`src/rtl/mbx_pkg.sv`:
```
// Package: shared constants and types for the host/slave mailbox.
// Assumes DATA_W of at least 4 so that every status bit position exists.
package mbx_pkg;
    localparam int ST_OBF = 0;
    localparam int ST_IBF = 1;
    localparam int ST_CD  = 3;

    typedef enum logic [1:0] {
        SL_IDR  = 2'd0,
        SL_ODR  = 2'd1,
        SL_STAT = 2'd2,
        SL_NONE = 2'd3
    } sl_reg_e;

    typedef struct packed {
        logic ibf;
        logic obf;
        logic cd;
    } flags_t;
endpackage

```
`src/rtl/mbx_strobe_sync.sv`:
```
// Module: brings an asynchronous active-high strobe into the clock domain
// through STAGES flops and pulses for one cycle when the strobe ends.
// Assumes the strobe stays active for at least STAGES+1 clock periods.
module mbx_strobe_sync #(
    parameter int STAGES = 2
) (
    input  logic clk,
    input  logic rst_n,
    input  logic strobe_act,
    output logic release_pulse
);
    logic [STAGES-1:0] chain;
    logic              last_q;

    generate
        if (STAGES == 1) begin : g_single
            // Purpose: single-flop capture of the strobe.
            always_ff @(posedge clk) begin
                if (!rst_n) chain <= '0;
                else        chain <= strobe_act;
            end
        end else begin : g_multi
            // Purpose: shift the strobe through the synchronizer chain.
            always_ff @(posedge clk) begin
                if (!rst_n) chain <= '0;
                else        chain <= {chain[STAGES-2:0], strobe_act};
            end
        end
    endgenerate

    // Purpose: remember the previous synchronized level for edge detection.
    always_ff @(posedge clk) begin
        if (!rst_n) last_q <= 1'b0;
        else        last_q <= chain[STAGES-1];
    end

    assign release_pulse = last_q & ~chain[STAGES-1];
endmodule

```
`src/rtl/mbx_flags.sv`:
```
// Module: holds the three mailbox flags. A set beats a clear when both
// arrive in the same cycle. Assumes every input is a single-cycle pulse
// in the clock domain.
module mbx_flags
    import mbx_pkg::*;
(
    input  logic   clk,
    input  logic   rst_n,
    input  logic   host_wr_done,
    input  logic   host_cd_bit,
    input  logic   host_odr_rd_done,
    input  logic   sl_idr_read,
    input  logic   sl_odr_write,
    input  logic   sl_obf_clear,
    output flags_t flags
);
    // Purpose: inbound-full is set by a host write and cleared by a slave read.
    always_ff @(posedge clk) begin
        if (!rst_n)            flags.ibf <= 1'b0;
        else if (host_wr_done) flags.ibf <= 1'b1;
        else if (sl_idr_read)  flags.ibf <= 1'b0;
    end

    // Purpose: outbound-full is set by a slave write and cleared by a host read or a status write.
    always_ff @(posedge clk) begin
        if (!rst_n)                               flags.obf <= 1'b0;
        else if (sl_odr_write)                    flags.obf <= 1'b1;
        else if (host_odr_rd_done || sl_obf_clear) flags.obf <= 1'b0;
    end

    // Purpose: command/data records the host address bit of each host write.
    always_ff @(posedge clk) begin
        if (!rst_n)            flags.cd <= 1'b0;
        else if (host_wr_done) flags.cd <= host_cd_bit;
    end
endmodule

```
`src/rtl/hs_mailbox.sv`:
```
// Module: top of the mailbox. Synchronizes the host strobes, holds the two
// data registers, decodes both ports and builds the status byte.
// Assumes the host keeps cs, address and write data stable until
// SYNC_STAGES+2 slave clocks after a strobe returns high.
module hs_mailbox
    import mbx_pkg::*;
#(
    parameter int DATA_W      = 8,
    parameter int SYNC_STAGES = 2
) (
    input  logic              clk,
    input  logic              rst_n,
    input  logic              host_cs_n,
    input  logic              host_a0,
    input  logic              host_rd_n,
    input  logic              host_wr_n,
    input  logic [DATA_W-1:0] host_wdata,
    output logic [DATA_W-1:0] host_rdata,
    input  logic              sl_rd,
    input  logic              sl_wr,
    input  logic [1:0]        sl_addr,
    input  logic [DATA_W-1:0] sl_wdata,
    output logic [DATA_W-1:0] sl_rdata,
    output logic              sl_irq
);
    logic              wr_act, rd_act;
    logic              wr_done, rd_done;
    logic [DATA_W-1:0] idr_q, odr_q, status_w;
    flags_t            flags;
    sl_reg_e           sl_sel;

    assign wr_act = ~host_cs_n & ~host_wr_n;
    assign rd_act = ~host_cs_n & ~host_rd_n;
    assign sl_sel = sl_reg_e'(sl_addr);

    mbx_strobe_sync #(.STAGES(SYNC_STAGES)) u_wr_sync (
        .clk(clk), .rst_n(rst_n), .strobe_act(wr_act), .release_pulse(wr_done)
    );

    mbx_strobe_sync #(.STAGES(SYNC_STAGES)) u_rd_sync (
        .clk(clk), .rst_n(rst_n), .strobe_act(rd_act), .release_pulse(rd_done)
    );

    mbx_flags u_flags (
        .clk              (clk),
        .rst_n            (rst_n),
        .host_wr_done     (wr_done),
        .host_cd_bit      (host_a0),
        .host_odr_rd_done (rd_done & ~host_a0),
        .sl_idr_read      (sl_rd & (sl_sel == SL_IDR)),
        .sl_odr_write     (sl_wr & (sl_sel == SL_ODR)),
        .sl_obf_clear     (sl_wr & (sl_sel == SL_STAT) & ~sl_wdata[ST_OBF]),
        .flags            (flags)
    );

    // Purpose: load the inbound register when a host write ends.
    always_ff @(posedge clk) begin
        if (!rst_n)       idr_q <= '0;
        else if (wr_done) idr_q <= host_wdata;
    end

    // Purpose: load the outbound register on a slave write.
    always_ff @(posedge clk) begin
        if (!rst_n)                          odr_q <= '0;
        else if (sl_wr && sl_sel == SL_ODR)  odr_q <= sl_wdata;
    end

    // Purpose: assemble the status byte from the flags.
    always_comb begin
        status_w         = '0;
        status_w[ST_CD]  = flags.cd;
        status_w[ST_IBF] = flags.ibf;
        status_w[ST_OBF] = flags.obf;
    end

    // Purpose: slave read-data multiplexer.
    always_comb begin
        case (sl_sel)
            SL_IDR:  sl_rdata = idr_q;
            SL_ODR:  sl_rdata = odr_q;
            SL_STAT: sl_rdata = status_w;
            default: sl_rdata = '0;
        endcase
    end

    // Purpose: host read-data multiplexer, zero outside an active read.
    always_comb begin
        if (rd_act) host_rdata = host_a0 ? status_w : odr_q;
        else        host_rdata = '0;
    end

    assign sl_irq = flags.ibf;
endmodule

```
`config.mk`:
```
export PLATFORM = sky130hd
export DESIGN_NAME = hs_mailbox
export DESIGN_NICKNAME = d
export VERILOG_FILES = /design/src/rtl/mbx_pkg.sv /design/src/rtl/mbx_strobe_sync.sv /design/src/rtl/mbx_flags.sv /design/src/rtl/hs_mailbox.sv
export SDC_FILE = /design/constraint.sdc
export NUM_CORES = 1
export LEC_CHECK = 0
export ABC_CLOCK_PERIOD_IN_PS = 1200
export BUFFER_PORTS_ARGS = -buffer_cell sky130_fd_sc_hd__buf_2
export CAP_MARGIN = 0
export CORE_ASPECT_RATIO = 1.4
export CORE_MARGIN = 5
export CORE_UTILIZATION = 30
export CTS_CLUSTER_DIAMETER = 60
export DETAILED_ROUTE_END_ITERATION = 8
export PLACE_DENSITY = 0.57
export SLEW_MARGIN = 20
export SYNTH_ARGS = -nofsm -noshare
export SYNTH_HDL_FRONTEND = slang
export SYNTH_SLANG_ARGS = --single-unit
```
`constraint.sdc`:
```
create_clock -name clk -period 1.2 [get_ports clk]
set_input_delay 0.06 -clock clk [delete_from_list [all_inputs] [get_ports clk]]
set_output_delay 0.06 -clock clk [all_outputs]
set_load 0.05 [all_outputs]
```
After elaboration in Yosys (flattened, before gate mapping)
Cells that the tools add are included.
Widths: inputs -> output; s select.
- logic and storage cells: 39
- register bits after elaboration: 25
- output and inout bits: 17
- muxes and demuxes: 7
- bitwise operators: 16
- equal/unequal tests: 2
- reductions and logical operators: 5
- operator list (cell ; number):
    $pmux 8 s3 ; 1
    $mux 8 ; 2
    $and 1x1->1 ; 9
    $not 1->1 ; 7
    $mux 1 ; 4
    $reduce_bool 2->1 ; 2
    $eq 2x1->1 const B ; 1
    $eq 2x2->1 const B ; 1
    $logic_not 2->1 ; 1
    $logic_and 1x1->1 ; 1
    $logic_or 1x1->1 ; 1

Logic depth before layout (Yosys ltp)
Gate-level depths: netlist of the first run.
- depth after elaboration: 6
- mapped depth: 4
- depth with buffers taken out: 3

Modules after synthesis
Synthesis of the first run repeated with hierarchy kept, for this count alone.
- cell total of the unflattened synthesis: 123
- area, all modules: 1179.9 sq um
- modules (own cells, without submodules) (module ; times used ; area each (sq um) ; cells an instance ; sequential area each (sq um)):
    hs_mailbox ; 1 ; 892.1 ; 99 ; 320.3
    mbx_strobe_sync ; 2 ; 88.8 ; 7 ; 60.1
    mbx_flags ; 1 ; 110.1 ; 10 ; 60.1

Worst setup path after synthesis of the first run
No wires, ideal clock.
- kind: register to output
- from: reg u_flags.flags[2] (netlist name)
- to: out host_rdata[1]
- arrival time: 1.850 ns
- data required time: 1.140 ns
- buffers on the path: 0
- slack: -0.710 ns
- stages on the path, launching flop included: 3
- path through: dfxtp_1 -> mux2i_1 -> nor3_1
- longest elaborated chain between the ends: 2
- RTL lines (what ; RTL line ; text):
    $mux 8 (2 in series) ; hs_mailbox.sv:88 ; if (rd_act) host_rdata = host_a0 ? status_w : odr_q;
    to (decl) ; hs_mailbox.sv:18 ; output logic [DATA_W-1:0] host_rdata,
No other way between the ends.

Final worst setup path of the first run
- from: reg u_flags.flags[2] (netlist name)
- to: out host_rdata[1]
- longest elaborated chain between the ends: 2
- RTL lines (what ; RTL line):
    $mux 8 (2 in series) ; hs_mailbox.sv:88
No other way between the ends.

==> run metrics, run 1 <==
initial drt markers=15; RD Place Congestion=0.831; residual DRC count=0; post-synth top area cell=dfxtp_1; Global Route Usage Sum=12.2%; Max-Cap Viols=0; CTS Sinks=25; Unique masters post-synth=21; pin slew with the least headroom to its limit=357 ps; GR peak layer=met2; top cells by area, synth=dfxtp_1 (46%), mux2i_1 (17%), nand2_1 (7.2%); post-route insts no fill=213; deepest level of the CTS H-tree=1; setup bufs post-CTS=0; startpoint types=flop; CTS tree=done; DR pass1 iterations=3; most frequent cells after synthesis=dfxtp_1 (25), nand2_1 (21), mux2i_1 (19); vias in the first global route=1067; R2R Setup Slk=around 170 ps; die area=4960 um^2; GR Util met2=21.1%; fin area=1470 um^2; count of final hold-check violations=0; Flop pwr share=55.9%; Max Transition Viols Final=0; Layout Utilization=41.2%; DRT Wirelength=2790 um; Comb power frac=12.9%; Sw Share=23.9%; top-count cell post-synth=dfxtp_1; Die W=61.0 um; post-synth net total=152; Async S/R FF share, synth=0%; largest net degree at the start of global routing=18; Cells after Synth=126; Post-Syn Area per Cell=between 8 and 9 um^2; worst-path fanout max=4; layout cell share with drive strength beyond 1=35.1%; Worst-path clk slew=80 ps; Seq cells post-synth=25; Routed Antenna Nets=0; met1 Use GR=13.4%; peak supply drop=0.000623 V; row count=26; post-synthesis sequential area ratio=45.8%; predominant post-synthesis flop cell=dfxtp_1; Syn Std Cell Area=1090 um^2; Setup Crit Path Kind=flop to primary output; core area=3580 um^2; Psw=370 uW; Worst Skew=roughly 6.3 ps; Worst-Skew Late Latency=260 ps; Ports=43; Clk pwr share=31.2%; Post-synth EDFFs=0; HPWL Detailed=approximately 2200 um; PwrDens=about 1000 nW/um^2; Buffers on Ports=42; placed cell areas=1390 um^2; CP Capture Type=primary output; Min Clock Period, post-route=1140 ps; GR Util met3=2.23%; Inserted Diodes=0; first-pass GRT wire length=roughly 4500 um; Max clock buf depth=2; initial antenna violation count=0; data required time at the worst endpoint=1140 ps; vias=991; relative slew slack=about three quarters; P_int=1180 uW; total number of yosys warnings=0; fmax=about 0.9 GHz; root buffer cell=clkbuf_8; Pleak=0.000706 uW; Critical Path AT=1080 ps; status=complete, no violations; area grow syn2layout=34.8%; number of buffers created by CTS=3; DIE HEIGHT=81.4 um; setup TNS=0 ps; post-DR wirelength/cell=13.1 um; nets=198; RSZ-0062 raised after global routing=yes; gr ovfl total=0; Pwr Total=roughly 1500 uW; Initial Utilization=a little under a third; Yosys top cell area share=45.8%; Final Setup Violations=0; Cells after DPL=208; crit share post-route=95.4%; vias per cell=approximately 4.7; Worst Hold Class=input pin to flop
## repair_timing
action,in CTS,in global routing
endpoints found under the hold margin,1,0
gates cloned,0,0
setup endpoints to repair,4,7
gates resized for setup,5,12
pin swaps,0,1
hold buffers,1,0
## power groups by stage
stage	combinational, uW	sequential [uW]	clock [uW]
detailed placement	195	883	0
floorplan	111	880	0
global placement	192	881	0
finish	199	864	482
CTS	201	863	500
global route	218	867	544
## cell usage in the layout, fill, tap and decap left out
cell type	count
clkbuf_8	3
dlygate4sd3_1	1
o21ai_2	1
clkbuf_1	1
mux2i_1	19
buf_12	1
nor2_1	13
nor3_1	3
buf_4	10
o31ai_1	1
a211oi_1	1
nor2b_1	2
buf_2	35
nand3b_1	1
buf_6	2
nor3_2	3
nand2b_1	1
nand2_1	21
dfxtp_2	5
and2_1	9
inv_1	3
o311ai_1	1
a22oi_1	1
dfxtp_1	20
or3b_1	1
a21oi_1	10
o21ai_1	2
## metal layers
metal	vias to the layer above	part of all wire (%)
met3	11	4.1
met5	-	0
li1	509	-
met1	448	39
met2	23	53
met4	0	3.7
## critical path: stages (launching register included)
cell	delay [ps]
dfxtp_2	350
mux2i_1	240
nor3_2	70
buf_6	160
## final cells by class
cell class / count / area (um^2)
multi-input combinational: 90 / 554
inverter: 3 / 11.3
sequential: 25 / 507
tap: 42 / 52.6
fill: 399 / 2110
timing repair buffer: 49 / 303
clock buffer: 4 / 45.0
## kinds of logic after synthesis
group,synth area share [%]
buffers and inverters,5.15
multiplexers,17.4
flip-flops,45.8
AO/OA/AOI/OAI,8.82
AND/OR/NAND/NOR,22.8
## flip-flops by register name, summed over array words and instances (netlist names)
| register | cells |
|---|---|
| u_rd_sync.chain | 2 |
| u_rd_sync.last_q | 1 |
| u_wr_sync.last_q | 1 |
| u_wr_sync.chain | 2 |
| odr_q | 8 |
| u_flags.flags | 3 |
| idr_q | 8 |
## path summary, 6_finish.rpt
kind / from / end / cells past startpoint
worst min-delay path: sl_wdata[1] / odr_q[1]$_SDFFE_PN0P_ / 3
worst max-delay path: u_flags.flags[2]$_SDFFE_PN0P_ / host_rdata[1] / 3
worst min register to register: u_wr_sync.chain[0]$_SDFF_PN0_ / u_wr_sync.chain[1]$_SDFF_PN0_ / 1
worst max register to register: u_rd_sync.chain[1]$_SDFF_PN0_ / u_flags.flags[1]$_SDFFE_PN0P_ / 3
## through the flow
stage | setup slack [ps] | hold WS, ps
final | 55.6 | 27.8
after CTS | 6.13 | 23.4
after detailed placement | 151 | 233
after floorplan | -305 | 137
after global routing | -2.75 | 11.9
after global placement | 189 | 231
No activity file was read; power rests on OpenSTA's default activity.
==> run 2, diff against run 1 <==
Settings changed: CORE_ASPECT_RATIO 1.4 to 0.7.
==> run metrics, run 2 (synthesis gave the netlist of run 1 again) <==
Max Transition Viols Final=0 (unchanged); Final Setup Violations=0 (unchanged); vias=994 (was 991); root buffer cell=clkbuf_8 (unchanged); CTS Sinks=25 (unchanged); worst hold slack=26.9 ps (was 27.8 ps); initial antenna violation count=0 (unchanged); row count=18 (was 26); Worst Hold Class=input pin to flop (unchanged); Sw Share=23.6% (was 23.9%); PwrDens=1030 nW/um^2 (was 1050 nW/um^2); Pwr Total=1540 uW (was 1550 uW); Global Route Usage Sum=11.9% (was 12.2%); Worst Skew=2.00 ps (was 6.33 ps); DRT Wirelength=2810 um (was 2790 um); DIE HEIGHT=60.5 um (was 81.4 um); fmax=0.870 GHz (was 0.874 GHz); Worst-Skew Late Latency=260 ps (about the same); number of buffers created by CTS=3 (unchanged); peak supply drop=0.000546 V (was 0.000623 V); first-pass GRT wire length=4430 um (was 4490 um); Inserted Diodes=0 (unchanged); pin slew with the least headroom to its limit=419 ps (was 357 ps); Routed Antenna Nets=0 (unchanged); Initial Utilization=31.1% (was 30.5%); Ports=43 (unchanged); RD Place Congestion=0.789 (was 0.831); count of final hold-check violations=0 (unchanged); Comb power frac=13.0% (was 12.9%); Worst-path clk slew=80 ps (about the same); Max-Cap Viols=0 (unchanged); setup TNS=0 ps (unchanged); crit share post-route=95.8% (was 95.4%); Setup Crit Path Kind=flop to primary output (unchanged); P_int=1170 uW (was 1180 uW); deepest level of the CTS H-tree=1 (unchanged); Die W=82.1 um (was 61.0 um); commonest non-fill, non-tap cells in the layout=buf_2 (33), nand2_1 (21), dfxtp_1 (21) (was buf_2 (35), nand2_1 (21), dfxtp_1 (20)); CTS tree=done (unchanged); RSZ-0062 raised after global routing=no (was yes); layout cell share with drive strength beyond 1=34.9% (was 35.1%); status=complete, no violations (unchanged); CP Capture Type=primary output (unchanged); data required time at the worst endpoint=1140 ps (about the same); Buffers on Ports=42 (unchanged); startpoint types=flop (unchanged); Pleak=0.000705 uW (was 0.000706 uW); HPWL Detailed=2210 um (was 2230 um); Max clock buf depth=2 (unchanged); Top Registers=idr_q x8, odr_q x8, u_flags.flags x3 (unchanged); Critical Path AT=1090 ps (was 1080 ps); placed cell areas=1390 um^2 (about the same); Psw=363 uW (was 370 uW); worst-path fanout max=3 (was 4); relative slew slack=72.1% (was 76.2%); post-DR wirelength/cell=12.7 um (was 13.1 um); gr ovfl total=0 (unchanged); area grow syn2layout=36.0% (was 34.8%); vias in the first global route=1008 (was 1067); Fillers=396 (was 399); die area=4970 um^2 (was 4960 um^2); vias per cell=4.48 (was 4.65); setup bufs post-CTS=0 (unchanged); fin area=1490 um^2 (was 1470 um^2); initial drt markers=50 (was 15); Min Clock Period, post-route=1150 ps (was 1140 ps); nets=199 (was 198); largest net degree at the start of global routing=14 (was 18); most common cell after layout, fill and taps aside=buf_2 (unchanged); DR pass1 iterations=4 (was 3); residual DRC count=0 (unchanged); Flop pwr share=56.2% (was 55.9%); Clk pwr share=30.8% (was 31.2%); core area=3510 um^2 (was 3580 um^2)
-- run 2: cell type report --
| type | instances | area, um^2 | share of cell area [%] |
|---|---|---|---|
| Multi-Input combinational cell | 90 | 554 | 37.3 |
| Sequential cell | 25 | 505 | 34.0 |
| Timing Repair Buffer | 50 | 307 | 20.6 |
| Tap cell | 50 | 62.6 | 4.21 |
| Clock buffer | 4 | 45.0 | 3.03 |
| Inverter | 3 | 11.3 | 0.758 |
-- run 2: path summary, 6_finish.rpt --
path         slack [ps]                          start                            end  cells past startpoint
max                  50          odr_q[0]$_SDFFE_PN0P_                    sl_rdata[0]                      3
min                  30                    sl_wdata[4]          odr_q[4]$_SDFFE_PN0P_                      3
max reg2reg         170  u_wr_sync.chain[1]$_SDFF_PN0_          idr_q[6]$_SDFFE_PN0P_                      3
min reg2reg         440  u_rd_sync.chain[0]$_SDFF_PN0_  u_rd_sync.chain[1]$_SDFF_PN0_                      1
-- run 2: per-layer routing --
layer	part of all wire [%]	GRT usage, %	wire [um]
met1	47	14.5	1330
met2	45	19.4	1270
met3	6.3	4.60	178
met4	1.3	4.27	36
met5	0	0	0
-- run 2: worst max-delay path: stages (launching register included) --
cell,delay (ps)
dfxtp_2,360
mux2i_1,80
o21ai_1,200
buf_6,190
-- run 2: power by group through the flow --
stage / Sequential, uW / Combinational, uW / Clock, uW
2_1_floorplan: 880 / 111 / 0
3_3_place_gp: 882 / 190 / 0
3_5_place_dp: 882 / 194 / 0
4_1_cts: 863 / 199 / 495
5_1_grt: 866 / 218 / 520
6_report: 863 / 200 / 473
-- run 2: what timing repair did --
action | in CTS | in global routing
endpoints found under the hold margin | 1 | 0
pin swaps | 0 | 1
hold buffers | 1 | 0
resized for setup | 3 | 17
setup endpoints to repair | 3 | 9
-- run 2: through the flow --
step	std cells	utilization, %	worst slack (ps)
floorplan	126	-	-305
global placement	217	39.6	115
detailed placement	217	39.6	109
CTS	222	41.4	0.156
global route	222	42.3	7.39
finish	222	42.3	50.9
==> run 3, diff against run 2 <==
Settings changed: ABC_CLOCK_PERIOD_IN_PS 1200 to 1000, CELL_PAD_IN_SITES_DETAIL_PLACEMENT set to 0, CELL_PAD_IN_SITES_GLOBAL_PLACEMENT set to 2, CORE_UTILIZATION 30 to 24, PLACE_DENSITY 0.57 to 0.77, REMOVE_ABC_BUFFERS set to 1.
Clock period 1.2 ns to 1 ns, I/O delays scaled along.
==> run metrics, run 3 (synthesis gave the netlist of run 1 again) <==
worst-path fanout max=3 (unchanged); initial drt markers=62 (was 50); Fillers=458 (was 396); post-DR wirelength/cell=13.8 um (was 12.7 um); Pleak=0.000766 uW (was 0.000705 uW); vias=994 (unchanged); layout cell share with drive strength beyond 1=48.1% (was 34.9%); deepest level of the CTS H-tree=1 (unchanged); fmax=0.884 GHz; CTS tree=done (unchanged); worst hold slack=13.9 ps (was 26.9 ps); commonest non-fill, non-tap cells in the layout=buf_2 (26), nand2_1 (21), dfxtp_2 (19) (was buf_2 (33), nand2_1 (21), dfxtp_1 (21)); nets=208 (was 199); DR pass1 iterations=4 (unchanged); DIE HEIGHT=66.4 um (was 60.5 um); row count=20 (was 18); number of buffers created by CTS=3 (unchanged); Ports=43 (unchanged); failing checks=setup timing; core area=4380 um^2 (was 3510 um^2); data required time at the worst endpoint=950 ps (was 1140 ps); most common cell after layout, fill and taps aside=buf_2 (unchanged); Reg area=524 um^2 (was 505 um^2); Worst-Skew Late Latency=270 ps (was 260 ps); Global Route Usage Sum=10.4% (was 11.9%); initial antenna violation count=0 (unchanged); Initial Utilization=24.9% (was 31.1%); die area=6020 um^2 (was 4970 um^2); area grow syn2layout=52.1% (was 36.0%); Final Setup Violations=12 (was 0); placed cell areas=1400 um^2 (was 1390 um^2); status=finished with violations (was complete, no violations); residual DRC count=0 (unchanged); DRT Wirelength=3260 um (was 2810 um); Max Transition Viols Final=0 (unchanged); vias per cell=4.21 (was 4.48); Pwr Total=1910 uW (was 1540 uW); CTS Sinks=25 (unchanged); HPWL Detailed=2430 um (was 2210 um); Buffers on Ports=42 (unchanged); Die W=90.6 um (was 82.1 um); Worst Hold Class=input pin to flop (unchanged); RD Place Congestion=0.792 (was 0.789); largest net degree at the start of global routing=14 (unchanged); Layout Utilization=37.9% (was 42.3%); Top Registers=idr_q x8, odr_q x8, u_flags.flags x3 (unchanged); relative slew slack=77.7% (was 72.1%); RSZ-0062 raised after global routing=yes (was no); Critical Path AT=1080 ps (was 1090 ps); crit share post-route=113%; fin area=1660 um^2 (was 1490 um^2); count of final hold-check violations=0 (unchanged); CP Capture Type=primary output (unchanged); Max clock buf depth=2 (unchanged); Max-Cap Viols=0 (unchanged); Worst-path clk slew=80 ps (about the same); Multi-input gate area=569 um^2 (was 554 um^2); Routed Antenna Nets=0 (unchanged); vias in the first global route=1005 (was 1008); first-pass GRT wire length=4970 um (was 4430 um); final setup margin=-131 ps (was 50.9 ps); pin slew with the least headroom to its limit=334 ps (was 419 ps); startpoint types=flop (unchanged); gr ovfl total=0 (unchanged); PwrDens=1150 nW/um^2 (was 1030 nW/um^2); Setup Crit Path Kind=flop to primary output (unchanged); peak supply drop=0.000669 V (was 0.000546 V); Inserted Diodes=0 (unchanged); Worst Skew=5.73 ps (was 2.00 ps); root buffer cell=clkbuf_8 (unchanged); Min Clock Period, post-route=around 1100 ps
run 3: worst max-delay path: stages, from the launching register on:
cell	delay (ps)
dfxtp_2	350
mux2i_1	80
nor3_1	150
buf_4	230
run 3: layout make-up:
cell class / count / share of cell area, %
Sequential cell: 25 / 31.6
Multi-Input combinational cell: 90 / 34.3
Timing Repair Buffer: 59 / 26.7
Clock buffer: 4 / 2.71
Tap cell: 55 / 4.14
Inverter: 3 / 0.678
run 3: where the power goes:
| part | leakage, uW | switching, uW | internal, uW |
|---|---|---|---|
| clock | 0.0000228 | 314 | 285 |
| combinational | 0.000531 | 142 | 126 |
| sequential | 0.000212 | 16.6 | 1020 |
run 3: what timing repair did:
item	4_1_cts	5_1_grt
setup buffers	2	1
endpoints found under the hold margin	2	0
gates cloned	0	2
pin swaps	5	7
resized for setup	45	22
endpoints found under the setup margin	17	21
hold buffers	2	0
run 3: per-layer routing:
metal	GRT usage, %	wire length, um	part of all wire [%]	vias up
li1	-	-	-	526
met1	14.2	1690	52	447
met2	16.3	1390	43	19
met3	2.84	141	4.3	2
met4	2.60	29	0.89	0
met5	0	0	0	-
run 3: metrics by stage:
step           instances  setup slack, ps  TNS [ps]
6_report             236             -131      -986
5_1_grt              236             -251     -1730
4_1_cts              233             -132     -1090
3_5_place_dp         225            -42.7      -188
3_3_place_gp         225            -6.42     -6.42
2_1_floorplan        118             -900     -3880
run 3: final timing paths:
kind / to / cells past startpoint / start / slack, ps
worst min-delay path: idr_q[3]$_SDFFE_PN0P_ / 3 / host_wdata[3] / 10
worst max-delay path: host_rdata[1] / 3 / odr_q[1]$_SDFFE_PN0P_ / -130
worst min register to register: u_wr_sync.chain[1]$_SDFF_PN0_ / 1 / u_wr_sync.chain[0]$_SDFF_PN0_ / 440
worst max register to register: u_flags.flags[1]$_SDFFE_PN0P_ / 3 / u_rd_sync.last_q$_SDFF_PN0_ / -20
